$ cat src/rtl/apm_pkg.sv
package apm_pkg;
   typedef enum logic [1:0] {SEL_NONE, SEL_DATA, SEL_DIR, SEL_MODE} apm_sel_e;
endpackage

$ cat src/rtl/apm_regs.sv
module apm_regs
   import apm_pkg::*;
#(
   parameter int W        = 8,
   parameter int AW       = 4,
   parameter int OFS_DATA = 0,
   parameter int OFS_DIR  = 1,
   parameter int OFS_MODE = 3
) (
   input  logic          clk,
   input  logic          rst_n,
   input  logic          wr_en,
   input  logic [AW-1:0] wr_addr,
   input  logic [W-1:0]  wr_data,
   input  logic [AW-1:0] rd_addr,
   output logic [W-1:0]  rd_data,
   output logic [W-1:0]  gpio_do,
   output logic [W-1:0]  gpio_dir,
   output logic [W-1:0]  mode
);
   if (OFS_DATA == OFS_DIR || OFS_DATA == OFS_MODE || OFS_DIR == OFS_MODE) begin : g_bad_ofs
      $error("apm_regs: register offsets must differ");
   end
   if (OFS_MODE >= (1 << AW) || OFS_DATA >= (1 << AW) || OFS_DIR >= (1 << AW)) begin : g_bad_aw
      $error("apm_regs: offset outside the window");
   end

   function automatic apm_sel_e decode(input logic [AW-1:0] a);
      if (a == AW'(OFS_MODE))      return SEL_MODE;
      else if (a == AW'(OFS_DATA)) return SEL_DATA;
      else if (a == AW'(OFS_DIR))  return SEL_DIR;
      else                         return SEL_NONE;
   endfunction

   apm_sel_e sel_w, sel_r;
   assign sel_w = decode(wr_addr);
   assign sel_r = decode(rd_addr);

   always_ff @(posedge clk or negedge rst_n) begin
      if (!rst_n) begin
         gpio_do  <= '0;
         gpio_dir <= '0;
         mode     <= '0;
      end else if (wr_en) begin
         case (sel_w)
            SEL_DATA: gpio_do  <= wr_data;
            SEL_DIR:  gpio_dir <= wr_data;
            SEL_MODE: mode     <= wr_data;
            default:  ;
         endcase
      end
   end

   always_comb begin
      case (sel_r)
         SEL_DATA: rd_data = gpio_do;
         SEL_DIR:  rd_data = gpio_dir;
         SEL_MODE: rd_data = mode;
         default:  rd_data = '0;
      endcase
   end
endmodule

$ cat src/rtl/apm_addr_latch.sv
module apm_addr_latch #(
   parameter int W          = 8,
   parameter bit HI_CAPTURE = 1'b1
) (
   input  logic         clk,
   input  logic         rst_n,
   input  logic         ale,
   input  logic [W-1:0] ad_lo,
   input  logic [W-1:0] ad_hi,
   output logic [W-1:0] lat_lo,
   output logic [W-1:0] lat_hi
);
   logic ale_q;
   logic ale_fall;

   assign ale_fall = ale_q & ~ale;

   always_ff @(posedge clk or negedge rst_n) begin
      if (!rst_n) begin
         ale_q  <= 1'b0;
         lat_lo <= '0;
      end else begin
         ale_q <= ale;
         if (ale_fall) lat_lo <= ad_lo;
      end
   end

   if (HI_CAPTURE) begin : g_hi_latched
      always_ff @(posedge clk or negedge rst_n) begin
         if (!rst_n)        lat_hi <= '0;
         else if (ale_fall) lat_hi <= ad_hi;
      end
   end else begin : g_hi_live
      assign lat_hi = ad_hi;
   end
endmodule

$ cat src/rtl/apm_pin_mux.sv
module apm_pin_mux #(
   parameter int W = 8
) (
   input  logic         hi_sel,
   input  logic [W-1:0] mode,
   input  logic [W-1:0] gpio_do,
   input  logic [W-1:0] gpio_dir,
   input  logic [W-1:0] lat_lo,
   input  logic [W-1:0] lat_hi,
   output logic [W-1:0] pin_out,
   output logic [W-1:0] pin_oe
);
   for (genvar i = 0; i < W; i++) begin : g_pin
      logic addr_bit;
      assign addr_bit   = hi_sel ? lat_hi[i] : lat_lo[i];
      assign pin_out[i] = mode[i] ? addr_bit : gpio_do[i];
      assign pin_oe[i]  = mode[i] | gpio_dir[i];
   end
endmodule

$ cat src/rtl/addr_port_mux.sv
module addr_port_mux #(
   parameter int W          = 8,
   parameter int AW         = 4,
   parameter int OFS_DATA   = 0,
   parameter int OFS_DIR    = 1,
   parameter int OFS_MODE   = 3,
   parameter bit HI_CAPTURE = 1'b1
) (
   input  logic          clk,
   input  logic          rst_n,
   input  logic          reg_wr_en,
   input  logic [AW-1:0] reg_wr_addr,
   input  logic [W-1:0]  reg_wr_data,
   input  logic [AW-1:0] reg_rd_addr,
   output logic [W-1:0]  reg_rd_data,
   input  logic          ale,
   input  logic [W-1:0]  ad_bus,
   input  logic [W-1:0]  addr_hi,
   input  logic          high_byte_sel,
   output logic [W-1:0]  pin_out,
   output logic [W-1:0]  pin_oe
);
   if (W < 1 || W > 32) begin : g_bad_w
      $error("addr_port_mux: W out of range");
   end

   logic [W-1:0] gpio_do, gpio_dir, mode, lat_lo, lat_hi;

   apm_regs #(
      .W(W), .AW(AW), .OFS_DATA(OFS_DATA), .OFS_DIR(OFS_DIR), .OFS_MODE(OFS_MODE)
   ) u_regs (
      .clk(clk), .rst_n(rst_n),
      .wr_en(reg_wr_en), .wr_addr(reg_wr_addr), .wr_data(reg_wr_data),
      .rd_addr(reg_rd_addr), .rd_data(reg_rd_data),
      .gpio_do(gpio_do), .gpio_dir(gpio_dir), .mode(mode)
   );

   apm_addr_latch #(.W(W), .HI_CAPTURE(HI_CAPTURE)) u_latch (
      .clk(clk), .rst_n(rst_n), .ale(ale),
      .ad_lo(ad_bus), .ad_hi(addr_hi),
      .lat_lo(lat_lo), .lat_hi(lat_hi)
   );

   apm_pin_mux #(.W(W)) u_mux (
      .hi_sel(high_byte_sel), .mode(mode),
      .gpio_do(gpio_do), .gpio_dir(gpio_dir),
      .lat_lo(lat_lo), .lat_hi(lat_hi),
      .pin_out(pin_out), .pin_oe(pin_oe)
   );
endmodule

$ cat config.mk
export PLATFORM = sky130hd
export DESIGN_NAME = addr_port_mux
export DESIGN_NICKNAME = d
export VERILOG_FILES = /design/src/rtl/apm_pkg.sv /design/src/rtl/apm_regs.sv /design/src/rtl/apm_addr_latch.sv /design/src/rtl/apm_pin_mux.sv /design/src/rtl/addr_port_mux.sv
export SDC_FILE = /design/constraint.sdc
export NUM_CORES = 1
export LEC_CHECK = 0
export ABC_AREA = 1
export BUFFER_PORTS_ARGS = -buffer_cell sky130_fd_sc_hd__clkbuf_2
export CORE_MARGIN = 2
export CORE_UTILIZATION = 46
export DETAILED_ROUTE_END_ITERATION = 10
export HOLD_SLACK_MARGIN = 0.08
export PLACE_DENSITY_LB_ADDON = 0.2
export SLEW_MARGIN = 20
export SYNTH_ARGS = -nofsm -noshare
export SYNTH_HDL_FRONTEND = slang
export SYNTH_SLANG_ARGS = --single-unit
$ cat constraint.sdc
create_clock -name clk -period 0.9 [get_ports clk]
set_input_delay 0.09 -clock clk [delete_from_list [all_inputs] [get_ports clk]]
set_output_delay 0.09 -clock clk [all_outputs]
set_load 0.005 [all_outputs]
**After elaboration in Yosys (flattened, before gate mapping)**

Index checks and enable logic that the tools add are counted.

- Bits in read-only memories: 0
- RAM bits: 0
- Input bits: 37
- Output and inout port bits: 24
- Memories kept: 0
- Bits in latches: 0
- Logic and storage cells: 54
- Bits in registers: 41

- Shift-type cells: 0
- $mul: 0
- $add $sub $neg: 0
- Equal/unequal tests: 10
- Multiplexer cells: 23
- Divide/modulo/power cells: 0
- $lt $le $gt $ge: 0
- Reductions and logical operators: 5
- Bitwise operators: 10

Operators with widths:

| cell | count |
|---|---|
| case mux 8 bit (3 select lines) | 1 |
| 2-to-1 mux 1 bit | 16 |
| 2-to-1 mux 2 bit | 6 |
| equality test 2 bit (second input constant) | 4 |
| equality test 4 x 1 -> 1 bit (second input constant) | 2 |
| equality test 4 x 2 -> 1 bit (second input constant) | 2 |
| logical NOT 4 bit | 2 |
| bitwise OR 1 bit | 8 |
| AND reduction 2 bit | 3 |
| equality test 2 x 1 -> 1 bit (second input constant) | 2 |
| bitwise AND 1 bit | 1 |
| inverter 1 bit | 1 |

**Logic depth before layout (Yosys ltp)**

Gate-level depths: netlist (run 1).

- Word-level depth: 6
- Mapped depth: 6
- Gate-level depth less buffers: 5

**Hierarchy**

From an unflattened synthesis (run 1), not the netlist that was laid out.

- Cell total of the unflattened synthesis: 296
- Area total of the unflattened synthesis: 2237.1 um2

By module, submodules not included:

| module | instances | cells an instance | area an instance (um2) | seq. area each (um2) |
|---|---|---|---|---|
| apm_regs | 1 | 151 | 1199.9 | 600.6 |
| apm_addr_latch | 1 | 71 | 709.4 | 425.4 |
| apm_pin_mux | 1 | 74 | 327.8 | 0.0 |

**Least setup slack after synthesis (run 1)**

No wires, ideal clock.

- Path type: flip-flop to flip-flop
- Start point: reg u_latch.ale_q
- End point: reg u_latch.lat_hi[4]
- Library setup time: 0.066 ns
- Cell stages (with the launch flop): 6
- Setup slack: -0.044 ns
- Arrival time: 0.878 ns
- Required time: 0.834 ns
- Path buffers: 2
- Clock period less this slack: 0.944 ns
- Path through: dfrtp_1 -> buf_2 -> nand2_2 -> buf_2 -> nand2_1 -> nand2_1

- Word-level cells in the longest chain between the ends: 1

RTL lines:

| element | RTL line | text |
|---|---|---|
| start, declared | apm_addr_latch.sv:13 | `logic ale_q;` |
| start signal, assigned | apm_addr_latch.sv:23 | `ale_q <= ale;` |
| bitwise AND 1 bit | apm_addr_latch.sv:16 | `assign ale_fall = ale_q & ~ale;` |
| end signal, assigned | apm_addr_latch.sv:31 | `else if (ale_fall) lat_hi <= ad_hi;` |
| end, declared | apm_addr_latch.sv:11 | `output logic [W-1:0] lat_hi` |

No other way between the ends.
A chain may end at the register's enable or synchronous reset.

**Worst setup path in the final report (run 1)**

- Start point: reg u_regs.mode[3]
- End point: out pin_oe[3]

- Word-level cells in the longest chain between the ends: 1

RTL lines:

| element | RTL line | text |
|---|---|---|
| start, declared | apm_regs.sv:19 | `output logic [W-1:0] mode` |
| start signal, assigned | apm_regs.sv:48 | `SEL_MODE: mode <= wr_data;` |
| bitwise OR 1 bit | apm_pin_mux.sv:17 | `assign pin_oe[i] = mode[i] \| gpio_dir[i];` |
| end, declared | addr_port_mux.sv:21 | `output logic [W-1:0] pin_oe` |

No other way between the ends.

==> summary.txt, run 1 <==
Status
  • Status: finished with violations
  • Violated checks: setup timing

Setup path
  • Critical path capture point type: output pin
  • Cell Chain, Critical Path: or2_4, clkbuf_2
  • Req. time, crit path: 0.81 ns
  • R2R depth: 4
  • Top delay family on crit path: flip-flops
  • Critical path buffers and inverters: 1
  • CP Data Arrival Time: 1.09 ns
  • WS Path Type: reg -> out
  • Max incr delay on CP: 0.45 ns
  • Crit path max fanout: 5
  • Slowest CP cell: dfrtp_2
  • Crit path depth: 2
  • Crit start category: flop

Power
  • Tot Pwr: 0.00508 W
  • Maximum vdd drop: 1.14 mV
  • Pwr Density: 1650 nW/um^2
  • Leakage: 1.66 nW

Floorplan
  • Chip height: 71.8 um
  • DIE AREA: 5150 sq um
  • Starting density of the core: 48.2%
  • Chip width: 71.8 um
  • IO Pins: 61
  • Core ar.: 4380 sq um
  • Core Rows: 24

Global routing
  • Total congestion overflow: 0
  • Vias in the first global route: 2225
  • GRT Total Usage: 24.8%
  • Largest net degree at the start of global routing: 42
  • First-pass GRT wire length: 10000 um
  • Initial antenna violation count: 0

Routing
  • DR WL/cell: 13.8 um
  • Starting DRT DRC Count: 126
  • Drt via density: 5.35
  • DRT Pass-1 Iters: 4
  • Antenna viol nets, final: 0
  • Drc violations: 0
  • Via count: 2257
  • Final WL: 5840 um

Yosys
  • Seq cells post-synth: 41
  • Cell count after synthesis: 261
  • Number of synthesized flops with an enable pin: 0
  • Yosys warnings: 0
  • Synth top area cells: dfrtp_1 49%, nand2_1 17%, nand3_1 13%
  • Largest area contributor in the synthesized netlist: dfrtp_1
  • Post-synth cell types: 21
  • Commonest cells post-synth: 97 x nand2_1, 56 x nand3_1, 41 x dfrtp_1
  • Syn Nets: 298
  • Top-count cell post-synth: nand2_1
  • Sequential cell area fraction in the yosys report: 48.5%
  • Post-synthesis async set-or-reset flop share: 100%
  • Synth top area share: 48.5%
  • Avg Cell Area, Syn: 8.10 sq um
  • Mapped cell area: 2110 sq um
  • Ys flop type: dfrtp_1

Placement
  • Placed Area: 2590 sq um
  • Post-DP HPWL: 4000 um
  • Gpl congestion: 0.861
  • Pre-CTS WS: -0.0320 ns
  • Number of port buffers: 60

CTS
  • Max clock buf depth: 2
  • Clock root buffer: clkbuf_8
  • Number of CTS-inserted buffers: 5
  • Clk_lat worst skew: 0.29 ns
  • Clock sink count: 41
  • Max H-tree Level: 2
  • Clock Pin Slew Worst Setup and Hold Paths: 0.08 ns
  • CTS tree: done

Layout
  • Layout area overhead: 46.0%
  • Nets: 406
  • Share of layout cells above drive strength 1: 35.9%
  • Finished Cell Area: 3090 sq um
  • ANT cells: 0

Timing
  • Slew headroom: 82.6%
  • Skew final: 0.00287 ns
  • Setup ws final: -0.277 ns
  • Actual slew at the worst max-slew pin: 0.260 ns
  • RSZ-0062 raised after global routing: yes
  • Setup TNS: -5.43 ns
  • Highest Clock Rate: 850 MHz
  • Hold violation count in the final report: 0
  • Final worst path period share: 131%
  • Tmin final: 1.18 ns
  • Slew Limit Fails: 0
  • Final hold slack: 0.202 ns
  • Endpoints failing setup: 24

Flow run
  • Max Cap Viol: 0

Hold path
  • Hold-critical path depth: 4
  • Hold/Removal Path Class: in -> reg
[cells by family (layout without fill, tap and decap cells)]
| logic type | after synthesis | in the layout | share of synthesized area (%) |
|---|---|---|---|
| AO/OA/AOI/OAI | 8 | 8 | 2.37 |
| buffers and inverters | 16 | 125 | 4.32 |
| flip-flops | 41 | 41 | 48.5 |
| AND/OR/NAND/NOR | 196 | 196 | 44.8 |
[routing by layer]
metal | GRT usage, % | part of all wire [%]
met1 | 33.1 | 44
met2 | 40.5 | 49
met4 | 7.34 | 0.70
met3 | 5.77 | 6.2
met5 | 0 | 0
[layout make-up]
cell class / instances / area (sq um)
repair buffers: 111 / 790
clock inverters: 2 / 10.0
inverters: 6 / 27.5
well taps: 52 / 65.1
clock buffers: 6 / 72.6
multi-input cells: 204 / 1090
flip-flops and latches: 41 / 1030
fillers: 365 / 1300
[report_power, final]
| group | leakage (nW) | switching (W) | internal (W) |
|---|---|---|---|
| sequential | 0.506 | 0.000302 | 0.00217 |
| clock | 0.0450 | 0.000628 | 0.000538 |
| combinational | 1.11 | 0.000665 | 0.000779 |
| total | 1.66 | 0.00159 | 0.00348 |
[tightest hold or removal path, stage by stage]
cell and delay [ns]:
clkbuf_2 0.14, inv_4 0.08, nand4_1 0.10, nand2_1 0.05
[repair_timing]
action | CTS | global route
gates resized for setup | 9 | 31
endpoints found under the hold margin | 78 | 0
hold buffers | 26 | 0
endpoints found under the setup margin | 24 | 40
pin swaps | 34 | 15
buffers inserted | 2 | 4
[sequential cells by signal, indices dropped and copies added, names as in the netlist]
register,count
u_latch.lat_hi,8
u_regs.gpio_do,8
u_regs.mode,8
u_latch.ale_q,1
u_regs.gpio_dir,8
u_latch.lat_lo,8
[layout by cell type, fill, tap and decap left out, types with 3 or more instances in the layout]
master         instances
nand2_1               96
clkbuf_2              51
nand3_1               44
dfrtp_1               34
dlygate4sd3_1         26
buf_4                 21
nand4_1               16
nand3_2               13
nor2_1                 9
buf_2                  9
a31oi_1                8
or2_4                  8
dfrtp_2                7
clkbuf_8               5
inv_1                  3
nand2_4                3
buf_12                 3
[path summary, 6_finish.rpt]
kind,slack (ns),startpoint,endpoint
max,-0.28,u_regs.mode[3]$_DFFE_PN0P_,pin_oe[3]
min,0.20,reg_wr_addr[1],u_regs.gpio_dir[2]$_DFFE_PN0P_
max reg2reg,0.03,u_regs.gpio_do[3]$_DFFE_PN0P_,u_regs.gpio_do[3]$_DFFE_PN0P_
min reg2reg,0.48,u_latch.lat_lo[5]$_DFFE_PN0P_,u_latch.lat_lo[5]$_DFFE_PN0P_
max in group asynchronous,0.38,rst_n,u_regs.mode[7]$_DFFE_PN0P_
min in group asynchronous,0.30,rst_n,u_latch.lat_lo[3]$_DFFE_PN0P_
[per-stage QoR]
stage / util (%) / instances
2_1_floorplan: - / 261
3_3_place_gp: 59.2 / 382
3_5_place_dp: 59.2 / 382
4_1_cts: 67.9 / 418
5_1_grt: 70.4 / 422
6_report: 70.4 / 422
Power figures use the tool's default switching activity.
==> run 2, diff against run 1 <==
--- a/config.mk
+++ b/config.mk
@@ -9,5 +9,5 @@
 export BUFFER_PORTS_ARGS = -buffer_cell sky130_fd_sc_hd__clkbuf_2
 export CORE_MARGIN = 2
-export CORE_UTILIZATION = 46
+export CORE_UTILIZATION = 25
 export DETAILED_ROUTE_END_ITERATION = 10
 export HOLD_SLACK_MARGIN = 0.08
==> constraint.sdc (replaced) <==
create_clock -name clk -period 0.9 [get_ports clk]
set_input_delay 0.09 -clock clk [delete_from_list [all_inputs] [get_ports clk]]
set_output_delay 0.09 -clock clk [all_outputs]
set_load 0.01 [all_outputs]
==> run 2 against run 1 <==
Critical endpoint is now pin_oe[5]. Clock power is 50% higher. Hold slack got worse by 0.0068 ns. Largest cell class unchanged. Power up 21%. Core utilization decreased by 28 points. Largest power group unchanged. Fmax fell by 2.4%. Design area is 13% higher. The flow still finishes with violations (setup timing). Register-to-register slack worse by 0.02 ns.
==> summary.txt, run 2 (synthesis results as in run 1) <==
Status
  • Status: finished with violations (unchanged)
  • Violated checks: setup timing (unchanged)

Setup path
  • Slowest CP cell: dfrtp_2 (unchanged)
  • Req. time, crit path: 0.81 ns (about the same)
  • Crit start category: flop (unchanged)
  • Critical path buffers and inverters: 1 (unchanged)
  • Cell Chain, Critical Path: or2_4, buf_6 (was or2_4, clkbuf_2)
  • Max incr delay on CP: 0.46 ns (was 0.45 ns)
  • Critical path capture point type: output pin (unchanged)
  • Crit path max fanout: 5 (unchanged)
  • Top delay family on crit path: flip-flops (unchanged)
  • CP Data Arrival Time: 1.12 ns (was 1.09 ns)
  • WS Path Type: reg -> out (unchanged)

Layout
  • ANT cells: 0 (unchanged)
  • Filler Cells Inserted: 860 (was 365)
  • Multi-input gate area in the final layout: 1200 sq um (was 1090 sq um)
  • Share of layout cells above drive strength 1: 41.9% (was 35.9%)
  • Nets: 418 (was 406)
  • Most frequent cells in the layout: 95 x nand2_1, 39 x clkbuf_2, 36 x nand3_1 (was 96 x nand2_1, 51 x clkbuf_2, 44 x nand3_1)
  • FF+latch area: 1030 sq um (about the same)
  • Non-Filler Instances: 487 (was 422)
  • Final core utilization: 42.4% (was 70.4%)
  • Layout area overhead: 65.0% (was 46.0%)
  • Most common library cell in the layout ignoring fill and taps: nand2_1 (unchanged)

Timing
  • RSZ-0062 raised after global routing: yes (unchanged)
  • Final worst path period share: 134% (was 131%)
  • Highest Clock Rate: 830 MHz (was 850 MHz)
  • Endpoints failing setup: 24 (unchanged)
  • Setup ws final: -0.305 ns (was -0.277 ns)
  • Slew Limit Fails: 0 (unchanged)
  • Setup TNS: -6.31 ns (was -5.43 ns)
  • Actual slew at the worst max-slew pin: 0.232 ns (was 0.260 ns)
  • Hold violation count in the final report: 0 (unchanged)
  • Skew final: 0.00413 ns (was 0.00287 ns)
  • Tmin final: 1.21 ns (was 1.18 ns)
  • Slew headroom: 84.5% (was 82.6%)

Placement
  • Post-DP HPWL: 4750 um (was 4000 um)
  • Number of port buffers: 60 (unchanged)
  • Pre-CTS WS: -0.0581 ns (was -0.0320 ns)
  • Gpl congestion: 0.785 (was 0.861)
  • Placed insts: 443 (was 382)

Global routing
  • First-pass GRT wire length: 10200 um (was 10000 um)
  • Initial antenna violation count: 0 (unchanged)
  • Largest net degree at the start of global routing: 42 (unchanged)
  • Total congestion overflow: 0 (unchanged)
  • Vias in the first global route: 2250 (was 2225)
  • GRT Total Usage: 14.5% (was 24.8%)

CTS
  • CTS tree: done (unchanged)
  • Clock sink count: 41 (unchanged)
  • Clock Pin Slew Worst Setup and Hold Paths: 0.08 ns (about the same)
  • Clock root buffer: clkbuf_8 (unchanged)
  • Clk_lat worst skew: 0.29 ns (about the same)
  • Max H-tree Level: 2 (unchanged)
  • Number of CTS-inserted buffers: 5 (unchanged)
  • Max clock buf depth: 2 (unchanged)

Routing
  • DRT Pass-1 Iters: 4 (unchanged)
  • Via count: 2241 (was 2257)
  • Drt via density: 4.60 (was 5.35)
  • Antenna viol nets, final: 0 (unchanged)
  • Starting DRT DRC Count: 100 (was 126)
  • DR WL/cell: 13.7 um (was 13.8 um)
  • Drc violations: 0 (unchanged)
  • Final WL: 6660 um (was 5840 um)

Power
  • Leakage: 1.78 nW (was 1.66 nW)
  • Combinational Power Share: 31.0% (was 28.4%)
  • Int Pwr: 0.00430 W (was 0.00348 W)
  • Sw power: 0.00183 W (was 0.00159 W)
  • Switching portion of total power: 29.9% (was 31.4%)
  • Pwr Density: 1760 nW/um^2 (was 1650 nW/um^2)
  • Tot Pwr: 0.00614 W (was 0.00508 W)
  • Share of power burned in the clock network: 28.6% (was 23.0%)
  • Register share of total power: 40.4% (was 48.6%)
  • Maximum vdd drop: 1.48 mV (was 1.14 mV)

Floorplan
  • Core ar.: 8220 sq um (was 4380 sq um)
  • Starting density of the core: 25.7% (was 48.2%)
  • DIE AREA: 9200 sq um (was 5150 sq um)
  • IO Pins: 61 (unchanged)
  • Chip height: 95.9 um (was 71.8 um)
  • Chip width: 95.9 um (was 71.8 um)
  • Core Rows: 33 (was 24)

Hold path
  • Hold/Removal Path Class: in -> reg (unchanged)

Flow run
  • Max Cap Viol: 0 (unchanged)
## run 2: worst min-delay path, stage by stage
cell	delay [ns]
clkbuf_2	0.14
inv_4	0.08
nand4_1	0.09
nand2_1	0.05
## run 2: layout make-up
class	instances	area share, %
Timing Repair Buffer	122	27.7
Multi-Input combinational cell	205	34.3
Clock inverter	3	1.87
Inverter	6	0.789
Clock buffer	5	1.97
Tap cell	105	3.77
Sequential cell	41	29.6
## run 2: path summary, 6_finish.rpt
check                                                 end                           from  slack, ns  cells past startpoint
max in group asynchronous      u_regs.mode[5]$_DFFE_PN0P_                          rst_n       0.37                      3
setup reg to reg            u_latch.lat_lo[3]$_DFFE_PN0P_        u_latch.ale_q$_DFF_PN0_       0.01                      4
setup / recovery                                pin_oe[5]     u_regs.mode[5]$_DFFE_PN0P_      -0.31                      2
min in group asynchronous  u_regs.gpio_dir[2]$_DFFE_PN0P_                          rst_n       0.29                      3
hold / removal             u_regs.gpio_dir[2]$_DFFE_PN0P_                 reg_wr_addr[1]       0.20                      4
hold reg to reg             u_latch.lat_lo[5]$_DFFE_PN0P_  u_latch.lat_lo[5]$_DFFE_PN0P_       0.48                      2
## run 2: routing by layer
layer	share of wire [%]	GRT usage, %
met4	1.1	3.93
met3	4.2	2.74
met2	50	25.4
met5	0	0
met1	45	18.2
## run 2: power groups by stage
| stage | combinational (W) | sequential (W) | clock (W) |
|---|---|---|---|
| floorplan | 0.000767 | 0.00237 | 0 |
| global placement | 0.00139 | 0.00246 | 0 |
| detailed placement | 0.00140 | 0.00246 | 0 |
| CTS | 0.00166 | 0.00245 | 0.00180 |
| global route | 0.00210 | 0.00253 | 0.00188 |
| finish | 0.00190 | 0.00248 | 0.00175 |
## run 2: metrics by stage
step / hold WS (ns) / cell area [sq um]
after detailed placement: 0.0861 / 2720
after CTS: 0.194 / 3240
after floorplan: -0.206 / 2120
after global placement: 0.0859 / 2720
final: 0.195 / 3490
after global routing: 0.214 / 3490
## run 2: what timing repair did
item / 4_1_cts / 5_1_grt
resized for setup: 22 / 63
endpoints found under the hold margin: 71 / 0
gates cloned: 0 / 2
endpoints found under the setup margin: 32 / 34
hold buffers: 26 / 0
pin swaps: 35 / 8
setup buffers: 5 / 3
